`config.mk`:
```
export PLATFORM = sky130hd
export DESIGN_NAME = cmp_evt_ctrl
export DESIGN_NICKNAME = d
export VERILOG_FILES = /design/src/rtl/cmp_evt_pkg.sv /design/src/rtl/cmp_sync.sv /design/src/rtl/cmp_csr.sv /design/src/rtl/cmp_evt_unit.sv /design/src/rtl/cmp_evt_ctrl.sv
export SDC_FILE = /design/constraint.sdc
export NUM_CORES = 1
export LEC_CHECK = 0
export ABC_CLOCK_PERIOD_IN_PS = 970
export BUFFER_PORTS_ARGS = -buffer_cell sky130_fd_sc_hd__buf_4
export CAP_MARGIN = 20
export CORE_MARGIN = 1
export CORE_UTILIZATION = 38
export CTS_CLUSTER_DIAMETER = 80
export CTS_CLUSTER_SIZE = 16
export DETAILED_ROUTE_END_ITERATION = 10
export GPL_TIMING_DRIVEN = 0
export PLACE_DENSITY = 0.72
export SLEW_MARGIN = 0
export SYNTH_ARGS = -nofsm -noshare
export SYNTH_HDL_FRONTEND = slang
export SYNTH_SLANG_ARGS = --single-unit
```
`constraint.sdc`:
```
create_clock -name clk -period 0.97 [get_ports clk]
set_input_delay 0.194 -clock clk [delete_from_list [all_inputs] [get_ports clk]]
set_output_delay 0.194 -clock clk [all_outputs]
set_load 0.02 [all_outputs]
```
`src/rtl/cmp_evt_pkg.sv`:
```
package cmp_evt_pkg;
  localparam int unsigned CSR_W      = 16;
  localparam int unsigned CH_W       = 2;
  localparam int unsigned B_EN       = 15;
  localparam int unsigned B_OE       = 14;
  localparam int unsigned B_INV      = 13;
  localparam int unsigned B_FLAG     = 9;
  localparam int unsigned B_STAT     = 8;
  localparam int unsigned B_SEL_LO   = 6;
  localparam int unsigned B_REF      = 4;
  localparam int unsigned B_CH_LO    = 0;
  localparam logic [CSR_W-1:0] RSVD_MASK = 16'h1C2C;

  typedef enum logic [1:0] {
    EV_OFF = 2'b00,
    EV_FWD = 2'b01,
    EV_REV = 2'b10,
    EV_ANY = 2'b11
  } ev_sel_e;

  typedef struct packed {
    logic            en;
    logic            oe;
    logic            inv;
    ev_sel_e         sel;
    logic            refsel;
    logic [CH_W-1:0] chan;
  } cfg_t;

  function automatic cfg_t csr_decode(input logic [CSR_W-1:0] w);
    cfg_t c;
    c.en     = w[B_EN];
    c.oe     = w[B_OE];
    c.inv    = w[B_INV];
    c.sel    = ev_sel_e'(w[B_SEL_LO+1:B_SEL_LO]);
    c.refsel = w[B_REF];
    c.chan   = w[B_CH_LO+CH_W-1:B_CH_LO];
    return c;
  endfunction
endpackage

```
`src/rtl/cmp_sync.sv`:
```
module cmp_sync #(
  parameter int unsigned STAGES = 2
) (
  input  logic clk_i,
  input  logic arst_ni,
  input  logic d_i,
  output logic q_o
);
  logic [STAGES-1:0] chain_q;
  logic [STAGES-1:0] chain_d;

  generate
    if (STAGES == 1) begin : g_one
      assign chain_d = d_i;
    end else begin : g_many
      assign chain_d = {chain_q[STAGES-2:0], d_i};
    end
  endgenerate

  always_ff @(posedge clk_i or negedge arst_ni) begin
    if (!arst_ni) chain_q <= '0;
    else          chain_q <= chain_d;
  end

  assign q_o = chain_q[STAGES-1];
endmodule

```
`src/rtl/cmp_csr.sv`:
```
module cmp_csr
  import cmp_evt_pkg::*;
(
  input  logic             clk_i,
  input  logic             rst_ni,
  input  logic             we_i,
  input  cfg_t             wcfg_i,
  input  logic             stat_i,
  input  logic             flag_i,
  output cfg_t             cfg_o,
  output logic [CSR_W-1:0] rdata_o
);
  cfg_t cfg_q;
  cfg_t cfg_d;

  always_comb begin
    cfg_d = cfg_q;
    if (we_i) cfg_d = wcfg_i;
  end

  always_ff @(posedge clk_i or negedge rst_ni) begin
    if (!rst_ni) cfg_q <= '0;
    else         cfg_q <= cfg_d;
  end

  always_comb begin
    rdata_o                           = '0;
    rdata_o[B_EN]                     = cfg_q.en;
    rdata_o[B_OE]                     = cfg_q.oe;
    rdata_o[B_INV]                    = cfg_q.inv;
    rdata_o[B_FLAG]                   = flag_i;
    rdata_o[B_STAT]                   = stat_i;
    rdata_o[B_SEL_LO+1:B_SEL_LO]      = cfg_q.sel;
    rdata_o[B_REF]                    = cfg_q.refsel;
    rdata_o[B_CH_LO+CH_W-1:B_CH_LO]   = cfg_q.chan;
  end

  assign cfg_o = cfg_q;
endmodule

```
`src/rtl/cmp_evt_unit.sv`:
```
module cmp_evt_unit
  import cmp_evt_pkg::*;
(
  input  logic    clk_i,
  input  logic    rst_ni,
  input  logic    en_i,
  input  logic    inv_i,
  input  ev_sel_e sel_i,
  input  logic    cmp_s_i,
  input  logic    we_i,
  input  logic    wflag_i,
  output logic    stat_o,
  output logic    flag_o,
  output logic    trig_o
);
  logic stat_c, stat_q, en_q, flag_q, trig_q;
  logic flag_d, trig_d, rise, fall, match, hit;

  assign stat_c = en_i & (cmp_s_i ^ inv_i);
  assign rise   = stat_c & ~stat_q;
  assign fall   = ~stat_c & stat_q;

  always_comb begin
    case (sel_i)
      EV_FWD:  match = inv_i ? fall : rise;
      EV_REV:  match = inv_i ? rise : fall;
      EV_ANY:  match = rise | fall;
      default: match = 1'b0;
    endcase
  end

  assign hit = en_i & en_q & ~flag_q & match;

  always_comb begin
    flag_d = flag_q;
    if (we_i) flag_d = wflag_i;
    if (hit)  flag_d = 1'b1;
    trig_d = hit;
  end

  always_ff @(posedge clk_i or negedge rst_ni) begin
    if (!rst_ni) begin
      stat_q <= 1'b0;
      en_q   <= 1'b0;
      flag_q <= 1'b0;
      trig_q <= 1'b0;
    end else begin
      stat_q <= stat_c;
      en_q   <= en_i;
      flag_q <= flag_d;
      trig_q <= trig_d;
    end
  end

  assign stat_o = stat_c;
  assign flag_o = flag_q;
  assign trig_o = trig_q;
endmodule

```
`src/rtl/cmp_evt_ctrl.sv`:
```
module cmp_evt_ctrl
  import cmp_evt_pkg::*;
#(
  parameter int unsigned SYNC_STAGES = 2,
  parameter int unsigned RST_STAGES  = 2
) (
  input  logic             clk,
  input  logic             rst_n,
  input  logic             cmp_raw_i,
  input  logic             reg_we_i,
  input  logic [CSR_W-1:0] reg_wdata_i,
  output logic [CSR_W-1:0] reg_rdata_o,
  output logic             pin_o,
  output logic             pin_oe_o,
  output logic             trig_o,
  output logic             ref_sel_o,
  output logic [CH_W-1:0]  chan_sel_o
);
  logic rst_int_n, cmp_s, stat, flag;
  cfg_t cfg;
  cfg_t wcfg;
  logic unused_wbits;

  assign wcfg         = csr_decode(reg_wdata_i);
  assign unused_wbits = ^(reg_wdata_i & (RSVD_MASK | (CSR_W'(1) << B_STAT)));

  cmp_sync #(.STAGES(RST_STAGES)) u_rst_sync (
    .clk_i(clk), .arst_ni(rst_n), .d_i(1'b1), .q_o(rst_int_n)
  );

  cmp_sync #(.STAGES(SYNC_STAGES)) u_in_sync (
    .clk_i(clk), .arst_ni(rst_int_n), .d_i(cmp_raw_i), .q_o(cmp_s)
  );

  cmp_csr u_csr (
    .clk_i(clk), .rst_ni(rst_int_n), .we_i(reg_we_i), .wcfg_i(wcfg),
    .stat_i(stat), .flag_i(flag), .cfg_o(cfg), .rdata_o(reg_rdata_o)
  );

  cmp_evt_unit u_evt (
    .clk_i(clk), .rst_ni(rst_int_n), .en_i(cfg.en), .inv_i(cfg.inv),
    .sel_i(cfg.sel), .cmp_s_i(cmp_s), .we_i(reg_we_i),
    .wflag_i(reg_wdata_i[B_FLAG]), .stat_o(stat), .flag_o(flag),
    .trig_o(trig_o)
  );

  assign pin_oe_o   = cfg.oe;
  assign pin_o      = cfg.oe & stat;
  assign ref_sel_o  = cfg.refsel;
  assign chan_sel_o = cfg.chan;
endmodule

```
==> qor.txt, run 1 <==
Final Hold Fails -> 0
Hold Crit Class -> primary input to flip-flop
most frequent cells in the layout -> 26 x buf_4, 25 x buf_6, 13 x dfrtp_1
fin. max-slew vios -> 0
post-synthesis instance total -> 57
Final Cycle Share -> 1.63
run status -> finished with violations
area of the multi-input gates -> 288 µm²
worst-case clock buffer depth -> 2
Max Clock Freq -> 632 MHz
total number of vias -> 552
FF+latch area -> 404 µm²
initial antenna violation count -> 0
pre-CTS WS -> -0.709 ns
endpoint class of the critical path -> flip-flop
synth warn -> 0
Clock Sinks -> 16
Crit Path Max Fanout -> 3
overall power -> 1.85 mW
drt total wl -> 1.38 mm
Worst-Margin Slew -> 0.579 ns
Clock transition at path regs -> 0.09 ns
RD Place Congestion -> 0.610
TritonCTS clock tree -> done
Max Cap Viol -> 0
Synth Cell Area -> 742 µm²
vias in the first global route -> 500
FILL cells -> 143
Starting DRT DRC Count -> 0
die height -> 46.2 µm
Synth cell types -> 17
Synth Area in XOR/XNOR -> 0.0118
FF-to-FF End -> u_evt.flag_o
hold path endpoint -> u_in_sync.chain_q[0]
hold path cells -> 1
gr ovfl total -> 0
largest family of logic cells by synthesized area -> multiplexers
post-synthesis compound-gate area fraction -> 0.0371
TritonCTS buffer count -> 3
gr usage total -> 0.138
slowest stage cell, crit path -> dfrtp_1
failing checks -> setup timing
clk_skew -> 0.00160 ns
post-synthesis mux area share -> 0.169
initial core utilization -> 0.416
Routed WL per cell -> 10.7 µm
Worst Setup Path Type -> flip-flop to flip-flop
PortBufs -> 27
register area share after synthesis -> 0.540
clk_lat worst skew -> 0.28 ns
largest net degree at the start of global routing -> 15
Horiz. Die Dim -> 46.2 µm
Core Rows -> 15
clock root buffer master -> clkbuf_4
Area Overhead vs Synth -> 69.6%
Synth Area in Adders -> 0.0337
commonest non-fill, non-tap cell in the layout -> buf_4
Core Area -> 1780 µm²
final setup fails -> 19
ANT nets after route -> 0
IO Count -> 42
RSZ-0062 raised after global routing -> yes
fin crit period -> 1.58 ns
Worst EP required -> 1.13 ns
ant diodes -> 0
CP Cell Sequence -> xor2_2 -> nand2_2 -> inv_2 -> ha_4 -> mux2_4 -> o2111ai_4 -> o211ai_1
share of cells above drive strength 1 -> 0.721
CP max stage delay -> 0.41 ns
relative slew slack -> 0.614
synthesized flop and latch total -> 16
worst flop-to-flop path startpoint -> u_in_sync.chain_q[1]
Synth Area per Inst -> 13.0 µm²
drt pass-1 iters -> 1
die area -> 2130 µm²
Worst VDD drop -> 1120 µV
element type at the critical path start -> flip-flop
HP Start -> cmp_raw_i
Worst R2R Setup Slack -> -0.61 ns
final worst setup slack -> -0.612 ns
arrival time worst endpoint -> 1.74 ns
first-pass GRT wire length -> 2.07 mm
final net count -> 127
Pleak -> 0.623 nW
H-tree depth -> 1
remaining routing DRC violations -> 0
final HPWL from detailed placement -> 972 µm
simple-gate share of the synthesized area -> 0.0405
Vias per Instance -> 4.28
PwrDens -> 1470 nW/µm²
Reg2Reg Depth -> 7
## worst max-delay path: cells and delay by family, from the launching register on
kind | cells | cell delay [ns]
xor gates and xnor gates | 1 | 0.19
buffers and inverters | 1 | 0.06
AOI/OAI and AO/OA | 2 | 0.30
muxes | 1 | 0.27
DFF | 1 | 0.41
and+or+nand+nor | 1 | 0.08
adders and majority gates | 1 | 0.15
## cell usage after synthesis
| cell | instances | share of area |
|---|---|---|
| mux2i_1 | 2 | 0.027 |
| and3_1 | 1 | 0.0084 |
| nand3b_1 | 1 | 0.010 |
| o21ai_0 | 1 | 0.0067 |
| o2111ai_2 | 1 | 0.020 |
| dfrtp_1 | 16 | 0.54 |
| inv_1 | 2 | 0.010 |
| buf_4 | 14 | 0.14 |
| ha_1 | 2 | 0.034 |
| o211ai_1 | 1 | 0.010 |
| nand2_1 | 2 | 0.010 |
| xor2_1 | 1 | 0.012 |
| and3b_1 | 1 | 0.012 |
| buf_2 | 1 | 0.0067 |
| mux2_4 | 1 | 0.020 |
| conb_1 | 2 | 0.010 |
| mux2_2 | 8 | 0.12 |
## state kept, by name (all words and copies together) (netlist names)
signal / count
u_in_sync.chain_q: 2
u_evt.flag_o: 1
u_evt.stat_q: 1
u_rst_sync.chain_q: 2
u_csr.cfg_o: 8
u_evt.trig_o: 1
u_evt.en_q: 1
## kinds of logic (layout without fill, tap and decap cells)
group           after synthesis  after routing
compound gates                3              3
xor+xnor                      1              1
fa+ha+maj                     2              2
buf+inv                      17             59
flops                        16             16
mux                          11             11
other cells                   2              7
simple gates                  5              5
## where the power goes
group / total, mW / internal, mW / switching [mW]
combinational: 0.637 / 0.377 / 0.260
clock: 0.433 / 0.228 / 0.205
sequential: 0.785 / 0.727 / 0.0573
## how the worst max path moves through the flow
| stage | end | slack (ns) | from |
|---|---|---|---|
| final | u_evt.flag_o | -0.61 | u_in_sync.chain_q[1] |
| after global routing | u_evt.flag_o | -0.66 | u_in_sync.chain_q[1] |
| after CTS | u_evt.flag_o | -0.62 | u_csr.cfg_o[5] |
| after detailed placement | u_evt.flag_o | -0.71 | u_csr.cfg_o[5] |
| after global placement | u_evt.flag_o | -0.65 | u_csr.cfg_o[5] |
| after floorplan | u_evt.flag_o | -0.57 | u_csr.cfg_o[5] |
## area by class of cell
class                           count  area share
Buffer                             15       0.108
Timing Repair Buffer               38       0.282
Clock buffer                        4      0.0288
Sequential cell                    16       0.321
Multi-Input combinational cell     29       0.229
Tap cell                           25      0.0249
Inverter                            2     0.00596
## repair_timing
item,in CTS,in global routing
setup buffers,5,5
endpoints found under the setup margin,19,19
hold buffers,1,0
gates resized for setup,23,10
hold endpoints to repair,2,0
## metal layers
layer | vias to the layer above | global-route usage | wire length [µm]
met5 | - | 0 | 0
met4 | 0 | 0.0529 | 4
met3 | 2 | 0.0314 | 69
met2 | 23 | 0.242 | 766
met1 | 268 | 0.161 | 540
li1 | 259 | - | -
## through the flow
| step | instances | hold slack, ns | utilization | TNS (ns) | area (µm²) |
|---|---|---|---|---|---|
| after CTS | 124 | 0.00721 | 0.661 | -4.38 | 1180 |
| after global placement | 114 | -0.0223 | 0.567 | -1.78 | 1010 |
| after detailed placement | 114 | -0.0218 | 0.567 | -1.98 | 1010 |
| after floorplan | 62 | -0.102 | - | -1.30 | 777 |
| after global routing | 129 | 0.00405 | 0.706 | -5.18 | 1260 |
| final | 129 | 0.0147 | 0.706 | -4.45 | 1260 |
No activity file was read; power rests on OpenSTA's default activity.
==> run 2, diff against run 1 <==
--- a/config.mk
+++ b/config.mk
@@ -8,13 +8,14 @@
 export ABC_CLOCK_PERIOD_IN_PS = 970
 export BUFFER_PORTS_ARGS = -buffer_cell sky130_fd_sc_hd__buf_4
 export CAP_MARGIN = 20
+export CORE_ASPECT_RATIO = 1.2
 export CORE_MARGIN = 1
-export CORE_UTILIZATION = 38
+export CORE_UTILIZATION = 35
 export CTS_CLUSTER_DIAMETER = 80
 export CTS_CLUSTER_SIZE = 16
 export DETAILED_ROUTE_END_ITERATION = 10
 export GPL_TIMING_DRIVEN = 0
-export PLACE_DENSITY = 0.72
+export PLACE_DENSITY = 0.67
 export SLEW_MARGIN = 0
 export SYNTH_ARGS = -nofsm -noshare
 export SYNTH_HDL_FRONTEND = slang
==> run 2 against run 1 <==
- the flow still finishes with violations (setup timing)
- routed wire length increased by 0.43%
- first-iteration DRC count is 2 higher
- critical endpoint unchanged
- non-clock buffer count down 2
- worst setup slack worse by 0.0061 ns
- core utilization down 7.6 points
- sequential share of layout area up 1.2 points
- via count shrank 2.2%
- sequential cell count is the same
- count of clock-buffer cells in the layout did not move
==> qor.txt, run 2 (synthesis gave the netlist of run 1 again) <==
worst setup path start -> u_in_sync.chain_q[1]
most frequent cells in the layout -> 27 x buf_4, 21 x buf_6, 15 x dfrtp_1
Reg2Reg Depth -> 7 (unchanged)
Worst-Margin Slew -> 0.554 ns (-0.0254 ns)
switching share of power -> 0.277 (-0.00517)
Starting DRT DRC Count -> 2 (+2)
H-tree depth -> 1 (unchanged)
run status -> finished with violations
Core Area -> 1910 µm² (+7.4%)
Pleak -> 0.606 nW (-2.8%)
Psw -> 0.497 mW (-4.9%)
Crit Path Max Fanout -> 3 (unchanged)
die height -> 52.4 µm (+14%)
clk_lat worst skew -> 0.27 ns (about the same)
HP Start -> reg_wdata_i[0]
vias in the first global route -> 492 (-1.6%)
Hold Crit Class -> primary input to flip-flop
TritonCTS clock tree -> done
endpoint class of the critical path -> flip-flop
RD Place Congestion -> 0.650 (+6.4%)
Clock transition at path regs -> 0.09 ns (about the same)
largest net degree at the start of global routing -> 15 (unchanged)
relative slew slack -> 0.631 (+0.0169)
fin crit period -> 1.59 ns (+0.00605 ns)
commonest non-fill, non-tap cell in the layout -> buf_4
final setup fails -> 20 (+1)
gr usage total -> 0.128 (-0.00939)
Vias per Instance -> 4.46 (+4.3%)
clk_skew -> 0.00303 ns (+0.00143 ns)
worst flop-to-flop path startpoint -> u_in_sync.chain_q[1]
Layout Utilization -> 0.630 (-0.0759)
placed insts -> 108 (-5.3%)
drt pass-1 iters -> 5 (+4)
RSZ-0062 raised after global routing -> yes
Worst Setup Path Type -> flip-flop to flip-flop
Final Cycle Share -> 1.64 (+0.00624)
max FFs per register -> 8 (unchanged)
first-pass GRT wire length -> 2.15 mm (+4.0%)
FILL cells -> 166 (+16%)
Clock Power Share -> 0.233 (about the same)
worst-case clock buffer depth -> 2 (unchanged)
overall power -> 1.80 mW (-3.1%)
die area -> 2310 µm² (+8.2%)
worst setup path end -> u_evt.flag_o
FF-to-FF End -> u_evt.flag_o
Placed Instance Area -> 1000 µm² (-0.74%)
remaining routing DRC violations -> 0 (unchanged)
FF+latch area -> 402 µm² (-0.62%)
Finished Cell Area -> 1210 µm² (-4.2%)
Horiz. Die Dim -> 44.0 µm (-4.7%)
TritonCTS buffer count -> 3 (unchanged)
fin. max-slew vios -> 0 (unchanged)
clock root buffer master -> clkbuf_4
gr ovfl total -> 0 (unchanged)
PortBufs -> 27 (unchanged)
initial core utilization -> 0.388 (-0.0286)
Worst R2R Setup Slack -> -0.62 ns (about the same)
share of cells above drive strength 1 -> 0.686 (-0.0349)
ANT nets after route -> 0 (unchanged)
Final Hold Fails -> 0 (unchanged)
IO Count -> 42 (unchanged)
Clock Sinks -> 16 (unchanged)
final HPWL from detailed placement -> 932 µm (-4.2%)
Logic pwr share -> 0.329 (-0.015)
Max Clock Freq -> 630 MHz (-0.38%)
final worst setup slack -> -0.618 ns (-0.00605 ns)
Max Cap Viol -> 0 (unchanged)
Worst VDD drop -> 930 µV (-17%)
arrival time worst endpoint -> 1.74 ns (about the same)
ant diodes -> 0 (unchanged)
Area Overhead vs Synth -> 62.6%
area of the multi-input gates -> 273 µm² (-5.2%)
final net count -> 125 (-1.6%)
Routed WL per cell -> 11.5 µm (+7.1%)
sum of negative setup slack -> -4.34 ns (+0.108 ns)
fin cells -> 121 (-6.2%)
failing checks -> setup timing
initial antenna violation count -> 0 (unchanged)
Seq pwr share -> 0.438 (+0.015)
Worst EP required -> 1.12 ns (about the same)
drt total wl -> 1.39 mm (+0.43%)
total number of vias -> 540 (-2.2%)
Core Rows -> 17 (+2)
P_int -> 1.30 mW (-2.4%)
PwrDens -> 1490 nW/µm² (+1.1%)
element type at the critical path start -> flip-flop
## run 2: worst min-delay path by stage
stage | to | slack, ns | cells past startpoint
2_1_floorplan | u_rst_sync.chain_q[0] | -0.10 | 0
4_1_cts | u_in_sync.chain_q[0] | 0.01 | 1
3_3_place_gp | u_rst_sync.chain_q[0] | -0.02 | 1
3_5_place_dp | u_rst_sync.chain_q[0] | -0.02 | 1
6_report | u_csr.cfg_o[0] | 0.14 | 2
5_1_grt | u_csr.cfg_o[7] | 0.13 | 2
## run 2: metrics by stage
step                      hold WS (ns)  worst slack (ns)
after floorplan                 -0.102            -0.569
after global placement         -0.0230            -0.659
after detailed placement       -0.0207            -0.684
after CTS                       0.0113            -0.610
after global routing             0.132            -0.690
final                            0.144            -0.618
## run 2: timing repair
item / CTS / global route
gates resized for setup: 20 / 5
buffers inserted: 4 / 3
endpoints found under the setup margin: 18 / 19
hold buffers: 1 / 1
hold endpoints to repair: 2 / 1
cloned: 0 / 0
## run 2: cell type report
cell class | count | share of cell area
clock buffers | 4 | 0.0301
flip-flops and latches | 16 | 0.333
repair buffers | 36 | 0.278
well taps | 19 | 0.0197
plain buffers | 15 | 0.107
multi-input cells | 29 | 0.226
inverters | 2 | 0.00622
## run 2: per-layer routing
metal | vias up | wire, µm | track usage
li1 | 256 | - | -
met1 | 259 | 490 | 0.152
met2 | 25 | 806 | 0.216
met3 | 0 | 90 | 0.0414
met4 | 0 | 0 | 0.0455
met5 | - | 0 | 0
## run 2: worst max-delay path, stage by stage, from the launching register on
cell and delay, ns:
dfrtp_1 0.40, xor2_2 0.19, nand2_2 0.09, inv_2 0.06
ha_4 0.15, mux2_4 0.26, o2111ai_2 0.19, o211ai_1 0.11
## run 2: power by group through the flow
stage | logic, mW | registers, mW | clock network (mW)
floorplan | 0.261 | 0.819 | 0
detailed placement | 0.449 | 0.801 | 0
global placement | 0.443 | 0.797 | 0
global route | 0.630 | 0.798 | 0.467
finish | 0.591 | 0.787 | 0.419
CTS | 0.550 | 0.784 | 0.438
==> run 3, diff against run 2 <==
--- a/config.mk
+++ b/config.mk
@@ -5,7 +5,7 @@
 export SDC_FILE = /design/constraint.sdc
 export NUM_CORES = 1
 export LEC_CHECK = 0
-export ABC_CLOCK_PERIOD_IN_PS = 970
+export ABC_CLOCK_PERIOD_IN_PS = 1620
 export BUFFER_PORTS_ARGS = -buffer_cell sky130_fd_sc_hd__buf_4
 export CAP_MARGIN = 20
 export CORE_ASPECT_RATIO = 1.2
@@ -15,7 +15,7 @@
 export CTS_CLUSTER_SIZE = 16
 export DETAILED_ROUTE_END_ITERATION = 10
 export GPL_TIMING_DRIVEN = 0
-export PLACE_DENSITY = 0.67
+export PLACE_DENSITY = 0.65
 export SLEW_MARGIN = 0
 export SYNTH_ARGS = -nofsm -noshare
 export SYNTH_HDL_FRONTEND = slang
==> constraint.sdc (replaced) <==
create_clock -name clk -period 1.62 [get_ports clk]
set_input_delay 0.324 -clock clk [delete_from_list [all_inputs] [get_ports clk]]
set_output_delay 0.324 -clock clk [all_outputs]
set_load 0.02 [all_outputs]
==> run 3 against run 2 <==
- the flow now finishes without violations
- register-to-register slack better by 0.67 ns
- cell count is 5.8% lower
- clock power fell by 54%
- combinational power fell by 51%
- routed wire length decreased by 7.9%
- worst hold slack improved by 0.011 ns
- largest cell class is now sequential cells
==> qor.txt, run 3 (synthesis gave the netlist of run 1 again) <==
Hold Crit Class -> primary input to flip-flop
final HPWL from detailed placement -> 1.01 mm (+8.5%)
Psw -> 0.274 mW (-45%)
final setup fails -> 0 (-100%)
Max Clock Freq -> 630 MHz
P_int -> 0.678 mW (-48%)
initial core utilization -> 0.388 (unchanged)
RSZ-0062 raised after global routing -> yes
TritonCTS clock tree -> done
ANT nets after route -> 0 (unchanged)
gr ovfl total -> 0 (unchanged)
switching share of power -> 0.288 (+0.0110)
element type at the critical path start -> flip-flop
die area -> 2310 µm² (unchanged)
Clock Power Share -> 0.204 (-0.029)
vias in the first global route -> 501 (+1.8%)
endpoint class of the critical path -> primary output
Seq pwr share -> 0.493 (+0.055)
ant diodes -> 0 (unchanged)
Horiz. Die Dim -> 44.0 µm (unchanged)
Crit Path Max Fanout -> 3 (unchanged)
RD Place Congestion -> 0.653 (+0.51%)
Final Hold Fails -> 0 (unchanged)
Area Overhead vs Synth -> 44.0%
Clock Sinks -> 16 (unchanged)
PortBufs -> 27 (unchanged)
share of cells above drive strength 1 -> 0.663 (-0.0231)
remaining routing DRC violations -> 0 (unchanged)
Pleak -> 0.549 nW (-9.4%)
pre-CTS WS -> -0.0868 ns (+0.598 ns)
run status -> complete, no violations
die height -> 52.4 µm (unchanged)
relative slew slack -> 0.631 (about the same)
IO Count -> 42 (unchanged)
drt total wl -> 1.28 mm (-7.9%)
clock root buffer master -> clkbuf_4
initial antenna violation count -> 0 (unchanged)
clk_lat worst skew -> 0.27 ns (about the same)
Worst VDD drop -> 578 µV (-38%)
Routed WL per cell -> 11.2 µm (-2.3%)
Core Rows -> 17 (unchanged)
Worst EP required -> 1.30 ns (+0.18 ns)
drt pass-1 iters -> 5 (unchanged)
Worst-Margin Slew -> 0.554 ns (-0.000247 ns)
largest net degree at the start of global routing -> 15 (unchanged)
arrival time worst endpoint -> 1.26 ns (-0.48 ns)
Final Cycle Share -> 0.980
Starting DRT DRC Count -> 6 (+4)
total number of vias -> 512 (-5.2%)
max FFs per register -> 8 (unchanged)
final net count -> 119 (-4.8%)
first-pass GRT wire length -> 2.05 mm (-4.8%)
H-tree depth -> 1 (unchanged)
TritonCTS buffer count -> 3 (unchanged)
Vias per Instance -> 4.49 (+0.64%)
worst-case clock buffer depth -> 2 (unchanged)
PwrDens -> 891 nW/µm² (-40%)
gr usage total -> 0.128 (-0.000537)
clk_skew -> 0.00228 ns (-0.000747 ns)
fin crit period -> 1.59 ns
most frequent cells in the layout -> 41 x buf_4, 15 x dfrtp_1, 8 x mux2_2
Max Cap Viol -> 0 (unchanged)
Logic pwr share -> 0.303 (-0.026)
Core Area -> 1910 µm² (unchanged)
Worst Setup Path Type -> flip-flop to primary output
Clock transition at path regs -> 0.08 ns (about the same)
commonest non-fill, non-tap cell in the layout -> buf_4
fin. max-slew vios -> 0 (unchanged)
final worst setup slack -> 0.0320 ns (+0.650 ns)
sum of negative setup slack -> 0 ns (+4.34 ns)
==> run 3: what timing repair did <==
action,in CTS,in global routing
pin swaps,3,2
buffers inserted,1,1
hold endpoints to repair,2,0
endpoints found under the setup margin,3,3
resized for setup,4,6
hold buffers,1,0
==> run 3: final cells by class <==
class / instances / area (µm²)
Buffer: 15 / 114
Clock buffer: 3 / 22.5
Fill cell: 170 / 846
Inverter: 2 / 7.51
Multi-Input combinational cell: 29 / 268
Sequential cell: 16 / 402
Tap cell: 19 / 23.8
Timing Repair Buffer: 30 / 231
==> run 3: worst max-delay path, cell delays in order, from the launching register on <==
cell and delay (ns):
dfrtp_1 0.40, xor2_2 0.19, nand2_2 0.09, inv_2 0.11, buf_6 0.10, buf_6 0.10
==> run 3: final timing paths <==
| check | startpoint | end | slack [ns] | cells after the start |
|---|---|---|---|---|
| setup / recovery | u_in_sync.chain_q[1] | reg_rdata_o[8] | 0.03 | 5 |
| hold / removal | cmp_raw_i | u_in_sync.chain_q[0] | 0.15 | 1 |
| setup reg to reg | u_in_sync.chain_q[1] | u_evt.flag_o | 0.05 | 7 |
| hold reg to reg | u_rst_sync.chain_q[1] | u_csr.cfg_o[0] | 0.23 | 0 |
| max in group asynchronous | u_rst_sync.chain_q[1] | u_csr.cfg_o[5] | 1.00 | 0 |
| min in group asynchronous | u_rst_sync.chain_q[1] | u_csr.cfg_o[0] | 0.23 | 0 |
==> run 3: power by group through the flow <==
stage / clock [mW] / sequential, mW / combinational, mW
CTS: 0.205 / 0.469 / 0.275
floorplan: 0 / 0.490 / 0.150
finish: 0.194 / 0.470 / 0.289
global route: 0.218 / 0.478 / 0.312
detailed placement: 0 / 0.479 / 0.264
global placement: 0 / 0.477 / 0.258
==> run 3: stage by stage <==
| step | hold slack (ns) | utilization | instances | total power, mW | cell area (µm²) |
|---|---|---|---|---|---|
| 5_1_grt | 0.131 | 0.558 | 114 | 1.01 | 1070 |
| 4_1_cts | 0.141 | 0.540 | 113 | 0.949 | 1030 |
| 6_report | 0.155 | 0.558 | 114 | 0.952 | 1070 |
| 2_1_floorplan | 0.0284 | - | 62 | 0.640 | 761 |
| 3_5_place_dp | 0.108 | 0.516 | 108 | 0.743 | 987 |
| 3_3_place_gp | 0.106 | 0.516 | 108 | 0.735 | 987 |
==> run 3: layer usage <==
metal  wire length (µm)  GRT usage  part of all wire
met5                  0          0                 0
met1                464      0.124              0.36
met4                 12     0.0758            0.0094
met2                712      0.228              0.56
met3                 89     0.0448             0.070
